**src/rtl/bcv_pkg.sv**
```systemverilog
package bcv_pkg;
   typedef enum logic [1:0] {
      BCV_IDLE  = 2'd0,
      BCV_CHECK = 2'd1,
      BCV_SLEEP = 2'd2,
      BCV_RECV  = 2'd3
   } bcv_mode_e;
endpackage

```
**src/rtl/bcv_edge_detect.sv**
```systemverilog
module bcv_edge_detect #(
   parameter bit IDLE_LEVEL = 1'b0
) (
   input  logic clk,
   input  logic rst_n,
   input  logic din,
   output logic edge_o
);
   logic prev_q;

   always_ff @(posedge clk or negedge rst_n) begin
      if (!rst_n) prev_q <= IDLE_LEVEL;
      else        prev_q <= din;
   end

   assign edge_o = din ^ prev_q;
endmodule

```
**src/rtl/bcv_interval_timer.sv**
```systemverilog
module bcv_interval_timer #(
   parameter int LIM_W = 6
) (
   input  logic             clk,
   input  logic             rst_n,
   input  logic             tick,
   input  logic             clear,
   output logic [LIM_W:0]   meas_o
);
   localparam logic [LIM_W-1:0] CNT_MAX = '1;

   logic [LIM_W-1:0] cnt_q;

   // length of the running gap including the present cycle's tick
   assign meas_o = {1'b0, cnt_q} + {{LIM_W{1'b0}}, tick};

   always_ff @(posedge clk or negedge rst_n) begin
      if (!rst_n)                         cnt_q <= '0;
      else if (clear)                     cnt_q <= '0;
      else if (tick && (cnt_q != CNT_MAX)) cnt_q <= cnt_q + 1'b1;
   end
endmodule

```
**src/rtl/bcv_ctrl.sv**
```systemverilog
module bcv_ctrl
   import bcv_pkg::*;
#(
   parameter int LIM_W         = 6,
   parameter int SEL_W         = 2,
   parameter int BITS_PER_STEP = 3,
   parameter int EDGES_PER_BIT = 2
) (
   input  logic             clk,
   input  logic             rst_n,
   input  logic             start,
   input  logic [SEL_W-1:0] sel,
   input  logic [LIM_W-1:0] lim_lo,
   input  logic [LIM_W-1:0] lim_hi,
   input  logic             edge_i,
   input  logic [LIM_W:0]   meas_i,
   output bcv_mode_e        mode_o
);
   localparam int NSEL    = 1 << SEL_W;
   localparam int MAX_TGT = (NSEL - 1) * BITS_PER_STEP * EDGES_PER_BIT;
   localparam int PCW     = (MAX_TGT < 2) ? 1 : $clog2(MAX_TGT + 1);

   logic [PCW-1:0]   tgt_tab [NSEL];
   logic [PCW-1:0]   target_q, pass_q, pass_nxt;
   logic [LIM_W-1:0] lo_q, hi_q;
   logic             armed_q;
   bcv_mode_e        mode_q;
   logic             in_win, too_long, too_short, good;

   for (genvar g = 0; g < NSEL; g++) begin : g_tgt
      assign tgt_tab[g] = PCW'(g * BITS_PER_STEP * EDGES_PER_BIT);
   end

   assign in_win    = (meas_i >= {1'b0, lo_q}) && (meas_i < {1'b0, hi_q});
   assign too_long  = armed_q && (meas_i >= {1'b0, hi_q});
   assign too_short = armed_q && edge_i && (meas_i < {1'b0, lo_q});
   assign good      = armed_q && edge_i && in_win;
   assign pass_nxt  = pass_q + PCW'(1);

   always_ff @(posedge clk or negedge rst_n) begin
      if (!rst_n) begin
         mode_q   <= BCV_IDLE;
         armed_q  <= 1'b0;
         pass_q   <= '0;
         target_q <= '0;
         lo_q     <= '0;
         hi_q     <= '0;
      end else if (start) begin
         target_q <= tgt_tab[sel];
         lo_q     <= lim_lo;
         hi_q     <= lim_hi;
         pass_q   <= '0;
         armed_q  <= 1'b0;
         mode_q   <= (tgt_tab[sel] == '0) ? BCV_RECV : BCV_CHECK;
      end else if (mode_q == BCV_CHECK) begin
         if (!armed_q) begin
            if (edge_i) armed_q <= 1'b1;
         end else if (too_long || too_short) begin
            mode_q <= BCV_SLEEP;
         end else if (good) begin
            pass_q <= pass_nxt;
            if (pass_nxt == target_q) mode_q <= BCV_RECV;
         end
      end
   end

   assign mode_o = mode_q;


   zero_target_chk: assert property (@(posedge clk) disable iff (!rst_n)
      (start && sel == '0) |=> mode_q == BCV_RECV);

   pass_bound_chk: assert property (@(posedge clk) disable iff (!rst_n)
      (mode_q == BCV_CHECK) |-> pass_q < target_q);

   short_abort_chk: assert property (@(posedge clk) disable iff (!rst_n)
      (mode_q == BCV_CHECK && !start && armed_q && edge_i && meas_i < {1'b0, lo_q})
      |=> mode_q == BCV_SLEEP);

   long_abort_chk: assert property (@(posedge clk) disable iff (!rst_n)
      (mode_q == BCV_CHECK && !start && armed_q && meas_i >= {1'b0, hi_q})
      |=> mode_q == BCV_SLEEP);

   first_edge_chk: assert property (@(posedge clk) disable iff (!rst_n)
      (mode_q == BCV_CHECK && !armed_q && !start) |=> mode_q == BCV_CHECK);

   recv_hold_chk: assert property (@(posedge clk) disable iff (!rst_n)
      (mode_q == BCV_RECV && !start) |=> mode_q == BCV_RECV);

   sleep_hold_chk: assert property (@(posedge clk) disable iff (!rst_n)
      (mode_q == BCV_SLEEP && !start) |=> mode_q == BCV_SLEEP);
endmodule

```
**src/rtl/bitcheck_validator.sv**
```systemverilog
module bitcheck_validator
   import bcv_pkg::*;
#(
   parameter int LIM_W         = 6,
   parameter int SEL_W         = 2,
   parameter int BITS_PER_STEP = 3,
   parameter int EDGES_PER_BIT = 2
) (
   input  logic             clk,
   input  logic             rst_n,
   input  logic             start_i,
   input  logic             tick_i,
   input  logic             data_i,
   input  logic [SEL_W-1:0] count_sel_i,
   input  logic [LIM_W-1:0] lim_lo_i,
   input  logic [LIM_W-1:0] lim_hi_i,
   output logic [1:0]       mode_o,
   output logic             data_o
);
   if (LIM_W < 2 || LIM_W > 16) begin : g_bad_lim
      $error("bitcheck_validator: LIM_W out of range");
   end
   if (SEL_W < 1 || SEL_W > 4) begin : g_bad_sel
      $error("bitcheck_validator: SEL_W out of range");
   end
   if (BITS_PER_STEP < 1 || EDGES_PER_BIT < 1) begin : g_bad_step
      $error("bitcheck_validator: step sizes must be positive");
   end

   logic          edge_w;
   logic [LIM_W:0] meas_w;
   bcv_mode_e     mode_w;

   bcv_edge_detect #(.IDLE_LEVEL(1'b0)) u_edge (
      .clk    (clk),
      .rst_n  (rst_n),
      .din    (data_i),
      .edge_o (edge_w)
   );

   bcv_interval_timer #(.LIM_W(LIM_W)) u_timer (
      .clk    (clk),
      .rst_n  (rst_n),
      .tick   (tick_i),
      .clear  (edge_w),
      .meas_o (meas_w)
   );

   bcv_ctrl #(
      .LIM_W         (LIM_W),
      .SEL_W         (SEL_W),
      .BITS_PER_STEP (BITS_PER_STEP),
      .EDGES_PER_BIT (EDGES_PER_BIT)
   ) u_ctrl (
      .clk    (clk),
      .rst_n  (rst_n),
      .start  (start_i),
      .sel    (count_sel_i),
      .lim_lo (lim_lo_i),
      .lim_hi (lim_hi_i),
      .edge_i (edge_w),
      .meas_i (meas_w),
      .mode_o (mode_w)
   );

   assign mode_o = mode_w;
   assign data_o = (mode_w == BCV_RECV) ? data_i : 1'b0;


   gate_low_chk: assert property (@(posedge clk) disable iff (!rst_n)
      (mode_o != 2'd3 && !start_i) |=> (mode_o == 2'd3) || !data_o);
endmodule

```
**config.mk**
```make
export PLATFORM = sky130hd
export DESIGN_NAME = bitcheck_validator
export DESIGN_NICKNAME = d
export VERILOG_FILES = /design/src/rtl/bcv_pkg.sv /design/src/rtl/bcv_edge_detect.sv /design/src/rtl/bcv_interval_timer.sv /design/src/rtl/bcv_ctrl.sv /design/src/rtl/bitcheck_validator.sv
export SDC_FILE = /design/constraint.sdc
export NUM_CORES = 1
export LEC_CHECK = 0
export ABC_AREA = 1
export BUFFER_PORTS_ARGS = -buffer_cell sky130_fd_sc_hd__buf_2
export CORE_MARGIN = 2
export CORE_UTILIZATION = 50
export CTS_CLUSTER_DIAMETER = 100
export DETAILED_ROUTE_END_ITERATION = 16
export PLACE_DENSITY = 0.72
export REMOVE_ABC_BUFFERS = 1
export SETUP_SLACK_MARGIN = 0.3
export SKIP_CTS_REPAIR_TIMING = 1
export SLEW_MARGIN = 5
export SYNTH_ARGS = -nofsm -noshare
export SYNTH_HDL_FRONTEND = slang
export SYNTH_HIERARCHICAL = 1
export SYNTH_SLANG_ARGS = --single-unit
```
**constraint.sdc**
```tcl
create_clock -name clk -period 2.1 [get_ports clk]
set_input_delay 0.105 -clock clk [delete_from_list [all_inputs] [get_ports clk]]
set_output_delay 0.105 -clock clk [all_outputs]
set_load 0.03 [all_outputs]
```
* Word-level counts from Yosys, hierarchy flattened
Index checks and enable logic that the tools add are counted.
** Cells by class
- Add/sub/neg operators :: 3
- $lt $le $gt $ge :: 5
- Equality and inequality tests :: 5
- Muxes and demuxes :: 22
- Bitwise gates (word level) :: 2
- Reductions and logical operators :: 16
** Operators by type and width (number)
- $mux 5 :: 7
- $ge 7x6->1 :: 2
- $lt 7x6->1 :: 2
- $mux 2 :: 7
- $mux 6 :: 2
- $bmux 5 s2 :: 1
- $reduce_and 4->1 :: 2
- $reduce_bool 2->1 :: 4
- $add 6x1->7 :: 1
- $add 6x1->6 const B :: 1
- $logic_and 1x1->1 :: 6
- $ne 6x6->1 const B :: 1
- $reduce_bool 3->1 :: 2
- $add 5x1->5 const B :: 1
- $eq 5x5->1 :: 1
- $logic_not 5->1 :: 1
- $mux 1 :: 5
- $ge 3x3->1 const B :: 1
- $not 2->3 :: 1
- $eq 2x1->1 const B :: 1
- $eq 2x2->1 const B :: 1
- $ne 2x2->1 const B :: 1
- $logic_or 1x1->1 :: 1
- $xor 1x1->1 :: 1
** Storage, ports and cells
- Register bits after elaboration :: 32
- Input port bits :: 19
- Output and inout port bits :: 3
- Logic and storage cells :: 61

* Depth between registers and ports, before layout
Gate-level depths: netlist (run 1).
- Depth in word-level cells :: 9
- Mapped depth :: 18
- Mapped depth without buffers :: 18

* Hierarchy
The synthesis (run 1) kept the hierarchy.
** By module, submodules not included
- bcv_ctrl :: instances 1, cells each 207, area an instance 1552.7 µm², sequential area each 600.6 µm²
- bcv_interval_timer :: instances 1, cells each 61, area an instance 454.2 µm², sequential area each 150.1 µm²
- bcv_edge_detect :: instances 1, cells each 6, area an instance 43.8 µm², sequential area each 25.0 µm²
- bitcheck_validator :: instances 1, cells each 3, area an instance 13.8 µm², sequential area each 0.0 µm²

* Worst setup path after synthesis (run 1)
No wires, ideal clock.
- Path type :: register to register
- Start point :: register u_timer.cnt_q[0]
- End point :: register u_ctrl.mode_q[1], in the netlist u_ctrl/mode_o[1]
- Library setup time :: 0.118 ns
- Data arrival time :: 2.098 ns
- Data required time :: 1.982 ns
- Setup slack :: -0.116 ns
- Stages on the path, launching flop included :: 18
- Buffers on the path :: 0
- Clock period less this slack :: 2.216 ns
- Cell sequence :: dfrtp_1 ha_1 ha_1 nand3_1 xor2_1 ha_1 nand2_1 nand2_1 a21oi_2 nand3_1 clkinv_1 nand2_1 clkinv_1 nand2_1 nand2_2 nand2_2 nand2_1 nand2_1
** On the way
- Longest elaborated chain between the ends :: 8
- Elaborated cells on any way between the ends :: 17
- Those cells by class :: 1 x add/sub; 4 x order compare; 4 x mux; 8 x reduce/logical
** RTL lines
- start: declaration :: RTL line bcv_interval_timer.sv:12 : logic [LIM_W-1:0] cnt_q;
- start signal: assignment :: RTL line bcv_interval_timer.sv:20 : else if (tick && (cnt_q != CNT_MAX)) cnt_q <= cnt_q + 1'b1;
- $add 6x1->7 (*) :: RTL line bcv_interval_timer.sv:15 : assign meas_o = {1'b0, cnt_q} + {{LIM_W{1'b0}}, tick};
- named net meas_w[4] :: RTL line bitcheck_validator.sv:31 : logic [LIM_W:0] meas_w;
- $ge 7x6->1 / $lt 7x6->1 (equally long branches) :: RTL line bcv_ctrl.sv:35, bcv_ctrl.sv:36
- $logic_and 1x1->1 (on tied branches) :: RTL line bcv_ctrl.sv:35, bcv_ctrl.sv:36
- $logic_or 1x1->1 :: RTL line bcv_ctrl.sv:58 : end else if (too_long || too_short) begin
- $mux 2 :: RTL line bcv_ctrl.sv:58
- $mux 2 :: RTL line bcv_ctrl.sv:56 : if (!armed_q) begin
- $mux 2 :: RTL line bcv_ctrl.sv:55 : end else if (mode_q == BCV_CHECK) begin
- $mux 2 :: RTL line bcv_ctrl.sv:48 : end else if (start) begin
- end signal: assignment :: RTL line bcv_ctrl.sv:54 : mode_q <= (tgt_tab[sel] == '0) ? BCV_RECV : BCV_CHECK;
- end: declaration :: RTL line bcv_ctrl.sv:27 : bcv_mode_e mode_q;
Mark *: on every way through the listed nets, which the timed path passes. The rest lies on a longest branch. The select of a mux whose other input is x is not followed.
A chain may end at the register's enable or synchronous reset.

* Worst setup path in the final report (run 1)
- Start point :: register u_timer.cnt_q[0]
- End point :: register u_ctrl.mode_q[0], in the netlist u_ctrl/mode_o[0]
The elaborated chain is that of the path after synthesis.

==> results.yml, run 1 <==
global_routing:
  grt_max_degree: 34
  grt-ovfl-total: 0
  antenna_found_initial: 0
  grt_pass1_vias: 1610
  grt_pass1_wl_um: 6940
  grt.total_usage_pct: 20.3
clocking:
  cts_tree: "built"
  clock_sinks: 31
  htree_num_levels: 2
  cts_made_buffers: 5
  clk_pin_slew_worst_paths_ps: 70
  insertion_delay_ps: 290
  cts_buffer_depth: 2
  cts_root_buffer: "clkbuf_8"
sta:
  post-route-min-period_ps: 2270
  hold_viol: 0
  tns_ps: -1000
  slew_headroom_pct: 53.2
  tightestPinTransition_ps: 702
  max_freq_mhz: 441
  setup_viol: 7
  skew_ps: 7.92
  maxSlewViolCount: 0
  rsz0062_at_grt: "yes"
  worst_slack_ps: -169
  finalCritPeriodShare_pct: 108
finish:
  fin_util_pct: 61.9
  area_delta_synth_final_pct: 20.0
  fin_cells: 359
  antenna_cells: 0
  fillers: 361
  drive_above_1_share_pct: 23.0
  fin_nets: 346
placement:
  place_ws_ps: -246
  gp_congestion: 0.916
  portBuffers: 21
  hpwl_um: 3000
  dp.cells: 348
synth:
  syn_area_per_cell_um2: 7.45
  yosys_warnings: 6
  netlist_area_um2: 2060
  yosysTopAreaCell: "dfrtp_1"
  synthTopCellsByArea: "dfrtp_1 38%, nand2_1 15%, ha_1 12%"
  ys_types: 28
  synth-seq-cells: 31
  yosysTopAreaCellShare_pct: 37.6
  postSynthCellCount: 277
  synth.yosys.seq_area_share_pct: 37.6
detailed_routing:
  via_count: 1774
  top_layer: "met4"
  routed_wl_um: 4280
  first_iter_violations: 82
  dr_wl_met3_um: 188
  met1_length_um: 2030
  drc: 0
  detail-route-antenna-nets: 0
  routedWlPerCell_um: 11.9
  first_pass_iters: 4
  met2WireLength_um: 2020
  viasPerCell: 4.94
pwr:
  power_mw: 1.63
  irDropWorstVdd_mv: 0.529
  power_density_nw_per_um2: 658
  p_leak_nw: 1.35
setup_path:
  worstPathArrival_ps: 2450
  path_class: "reg2reg"
  max_stage_delay_ps: 390
  worstSetupEndpointType: "flop"
  crit_path_frequent_cell: "nand2_1"
  critPathSlowestCell: "dfrtp_1"
  cp-start-kind: "flop"
  worstPathMaxFanout: 3
  crit_required_ps: 2280
  path_cells: "ha_4 > ha_4 > nand3_4 > xor2_2 > ha_1 > nand2_1 > nor2_2 > nand3_2 > nand3_1 > nand2_1 > nand2_2 > nand2_4 > buf_6 > nand3_1 > nand2_1"
die:
  die-height_um: 68.3
  fp.coreArea_um2: 4000
  io_pins: 22
  dieWidth_um: 68.3
  start_util_pct: 51.6
  num_rows: 23
  die-area_um2: 4660
outcome:
  violations: "setup timing"
  run_status: "finished with violations"
run:
  cap_violations: 0
hold_path:
  hold_path.class: "in2reg"
[through the flow]
step / instance area [um2] / hold WS [ps]
2_1_floorplan: 2020 / -191
3_3_place_gp: 2250 / 191
3_5_place_dp: 2250 / 204
4_1_cts: 2350 / -108
5_1_grt: 2480 / 31.1
6_report: 2480 / 17.6
[Yosys cell counts, drive strengths merged]
cell type  instances
o21ai             21
o21bai             1
xor2               5
clkbuf             4
nand3b             1
nor3               1
clkinv             2
nand2             89
nor2              14
nand3             24
nand4              6
ha                19
buf                4
dfrtp             31
or2                5
inv               44
a21oi              6
[placed cells by master, fill, tap and decap left out, types with 2 or more instances in the layout]
cell type / netlist / final
o21ai_1: 5 / 4
ha_1: 19 / 17
nand2_2: 4 / 8
inv_1: 43 / 41
ha_4: 0 / 2
buf_2: 1 / 21
o21ai_0: 16 / 16
a21oi_2: 2 / 2
nor2_4: 2 / 2
nand3_4: 1 / 3
or2_1: 2 / 2
buf_4: 3 / 7
nand2_1: 84 / 80
inv_2: 1 / 4
dlygate4sd3_1: 0 / 2
or2_2: 3 / 3
a21oi_1: 4 / 4
nand4_1: 6 / 6
nand3_1: 23 / 21
xor2_1: 5 / 3
clkbuf_8: 0 / 7
dfrtp_1: 31 / 31
xor2_2: 0 / 2
nor2_2: 3 / 5
nor2_1: 9 / 7
[final cells by class]
cell class	count	area (um2)	area share [%]
Inverter	46	173	6.97
Tap cell	50	62.6	2.53
Clock buffer	8	100	4.04
Multi-Input combinational cell	193	1180	47.5
Timing Repair Buffer	31	189	7.63
Sequential cell	31	776	31.3
[critical path, delay by kind of cell, from the launching register on]
family,cells,cell delay (ps)
flops,1,390
buf+inv,1,130
simple gates,10,840
fa+ha+maj,3,630
xor+xnor,1,160
[path summary, 6_finish.rpt]
kind,cells after the start,start,to,slack (ps)
setup / recovery,15,u_timer/cnt_q[0]$_DFFE_PN0P_,u_ctrl/mode_o[0]$_DFFE_PN0P_,-170
hold / removal,3,lim_hi_i[0],u_ctrl/hi_q[0]$_DFFE_PN0P_,20
setup reg to reg,15,u_timer/cnt_q[0]$_DFFE_PN0P_,u_ctrl/mode_o[0]$_DFFE_PN0P_,-170
hold reg to reg,2,u_ctrl/lo_q[0]$_DFFE_PN0P_,u_ctrl/lo_q[0]$_DFFE_PN0P_,490
max in group asynchronous,2,rst_n,u_ctrl/lo_q[1]$_DFFE_PN0P_,1250
min in group asynchronous,2,rst_n,u_ctrl/hi_q[5]$_DFFE_PN0P_,400
[sequential cells by signal, summed over array words and instances (netlist names)]
register and flops:
u_ctrl/pass_q 5, u_ctrl/armed_q 1, u_ctrl/hi_q 6, u_timer/cnt_q 6, u_ctrl/mode_o 2, u_ctrl/target_q 4, u_edge/prev_q 1, u_ctrl/lo_q 6
[layer usage]
layer | GRT usage [%] | vias to the layer above
li1 | - | 928
met1 | 26.9 | 806
met2 | 31.4 | 35
met3 | 4.93 | 5
met4 | 8.75 | 0
met5 | 0 | -
[cells by family after synthesis]
family	after synthesis	synth area share (%)
adders and majority gates	19	11.5
DFF	31	37.6
xor gates and xnor gates	5	2.12
AOI/OAI and AO/OA	28	7.27
buffers and inverters	54	10.5
and+or+nand+nor	140	31.0
[report_power, final]
group / switching (mW) / internal, mW / total [mW]
logic: 0.247 / 0.153 / 0.399
clock network: 0.223 / 0.299 / 0.522
registers: 0.0525 / 0.657 / 0.709
(Power assumes the default switching activity.)
==> run 2, diff against run 1 <==
Settings changed: CELL_PAD_IN_SITES_DETAIL_PLACEMENT from default to 0, CELL_PAD_IN_SITES_GLOBAL_PLACEMENT from default to 1, CORE_UTILIZATION 50 to 39, PLACE_DENSITY 0.72 to default, PLACE_DENSITY_LB_ADDON from default to 0.1.
==> run 2 against run 1 <==
Compared with the run above: via count shrank 5.2%; register-to-register slack barely moved; the flow still finishes with violations (setup timing); maximum frequency decreased by 0.16%; clock skew shrank 3.0 ps; sequential share of layout area fell by 0.45 points; clock power is 2% higher; largest power group unchanged; first-iteration DRC count is 43% lower.
==> results.yml, run 2 (synthesized netlist as in run 1, its figures left out) <==
run:
  cap_violations: 0
finish:
  final_cell_mix: "80 x nand2_1, 42 x inv_1, 30 x dfrtp_1, 21 x buf_2, 21 x nand3_1"
  fin_nets: 349
  antenna_cells: 0
  area_delta_synth_final_pct: 21.9
  reg_top3: "u_ctrl/hi_q x6, u_ctrl/lo_q x6, u_timer/cnt_q x6"
  drive_above_1_share_pct: 24.0
  final_area_um2: 2520
  fin_cells: 382
  final_common_cell: "nand2_1"
detailed_routing:
  first_pass_iters: 4
  first_iter_violations: 47
  viasPerCell: 4.40
  detail-route-antenna-nets: 0
  drc: 0
  routed_wl_um: 4200
  via_count: 1681
  routedWlPerCell_um: 11.0
clocking:
  clk_pin_slew_worst_paths_ps: 70
  cts_tree: "built"
  htree_num_levels: 2
  clock_sinks: 31
  cts_root_buffer: "clkbuf_8"
  cts_buffer_depth: 2
  cts_made_buffers: 5
  insertion_delay_ps: 280
setup_path:
  path_class: "reg2reg"
  worstSetupEndpointType: "flop"
  crit_required_ps: 2280
  reg2reg_from: "u_timer/cnt_q[0]$_DFFE_PN0P_"
  crit_path_start: "u_timer/cnt_q[0]$_DFFE_PN0P_"
  worstPathMaxFanout: 3
  worstPathArrival_ps: 2450
  cp-start-kind: "flop"
global_routing:
  grt.total_usage_pct: 15.2
  grt_pass1_vias: 1578
  grt_pass1_wl_um: 7160
  antenna_found_initial: 0
  grt-ovfl-total: 0
  grt_max_degree: 34
hold_path:
  hp-start: "lim_hi_i[0]"
  hold_path.class: "in2reg"
die:
  io_pins: 22
  dieWidth_um: 76.8
  num_rows: 26
  start_util_pct: 40.4
  die-height_um: 76.8
  die-area_um2: 5890
  fp.coreArea_um2: 5110
placement:
  hpwl_um: 3070
  dpl-instance-area_um2: 2300
  dp.cells: 371
  gp_congestion: 0.779
  portBuffers: 21
sta:
  rsz0062_at_grt: "yes"
  hold_viol: 0
  finalCritPeriodShare_pct: 108
  max_freq_mhz: 440
  post-route-min-period_ps: 2270
  worst_slack_ps: -173
  skew_ps: 4.88
  maxSlewViolCount: 0
  setup_viol: 7
  tightestPinTransition_ps: 701
  slew_headroom_pct: 53.2
pwr:
  p_leak_nw: 1.35
  power_density_nw_per_um2: 648
  irDropWorstVdd_mv: 0.386
outcome:
  run_status: "finished with violations"
  violations: "setup timing"
[run 2: cell count changes in the layout (fill, tap and decap cells not counted)]
| cell | change |
|---|---|
| dfrtp_1 | -1 |
| inv_2 | -1 |
| nor3_4 | -1 |
| buf_4 | +4 |
| nand3_4 | -1 |
| nor3_2 | +1 |
| nand2_2 | -1 |
| dfrtp_2 | +1 |
| inv_1 | +1 |
| clkinvlp_4 | +1 |
| nand3_2 | +1 |
| buf_6 | -1 |
| nand2_4 | +1 |
| clkbuf_1 | -1 |
[run 2: layout make-up]
cell class              count  area (um2)
fillers                   519        2590
clock inverters             1        7.51
repair buffers             34         208
flip-flops and latches     31         777
well taps                  70        87.6
multi-input cells         193        1170
clock buffers               7        96.3
inverters                  46         173
[run 2: final timing paths]
| path | end | slack [ps] | depth (start not counted) |
|---|---|---|---|
| worst max-delay path | u_ctrl/mode_o[0]$_DFFE_PN0P_ | -170 | 14 |
| worst min-delay path | u_ctrl/hi_q[0]$_DFFE_PN0P_ | 20 | 3 |
| max in group asynchronous | u_timer/cnt_q[1]$_DFFE_PN0P_ | 1200 | 2 |
| worst min register to register | u_ctrl/lo_q[0]$_DFFE_PN0P_ | 490 | 2 |
| min in group asynchronous | u_ctrl/pass_q[0]$_DFFE_PN0P_ | 420 | 2 |
| worst max register to register | u_ctrl/mode_o[0]$_DFFE_PN0P_ | -170 | 14 |
[run 2: through the flow]
step / utilization (%) / total power, mW / setup TNS [ps] / hold slack (ps) / setup slack, ps
finish: 49.3 / 1.63 / -898 / 18.7 / -173
global route: 49.3 / 1.75 / -2010 / 23.1 / -322
CTS: 47.0 / 1.63 / -1780 / -111 / -263
detailed placement: 45.0 / 1.09 / -1640 / 203 / -244
global placement: 45.0 / 1.08 / -1210 / 200 / -197
floorplan: - / 0.960 / -801 / -191 / -116
[run 2: worst max-delay path: stages, from the launching register on]
cell and delay (ps):
dfrtp_1 390, ha_4 160, ha_4 150, nand3_4 80, xor2_2 190, ha_1 310
nand2_1 70, nand2_1 60, a21oi_2 180, nand3_2 130, nand2_4 100, nand2_4 60
buf_4 140, nand3_1 80, nand2_1 60
[run 2: power by group]
part / switching (mW) / leakage (nW) / internal (mW)
combinational: 0.239 / 0.902 / 0.152
clock: 0.232 / 0.0505 / 0.298
sequential: 0.0523 / 0.393 / 0.657
total: 0.524 / 1.35 / 1.11
[run 2: metal layers]
metal | vias up | global-route usage, % | wire, um
li1 | 933 | - | -
met1 | 709 | 20.7 | 2150
met2 | 33 | 22.9 | 1810
met3 | 6 | 3.88 | 166
met4 | 0 | 6.55 | 71
met5 | - | 0 | 0
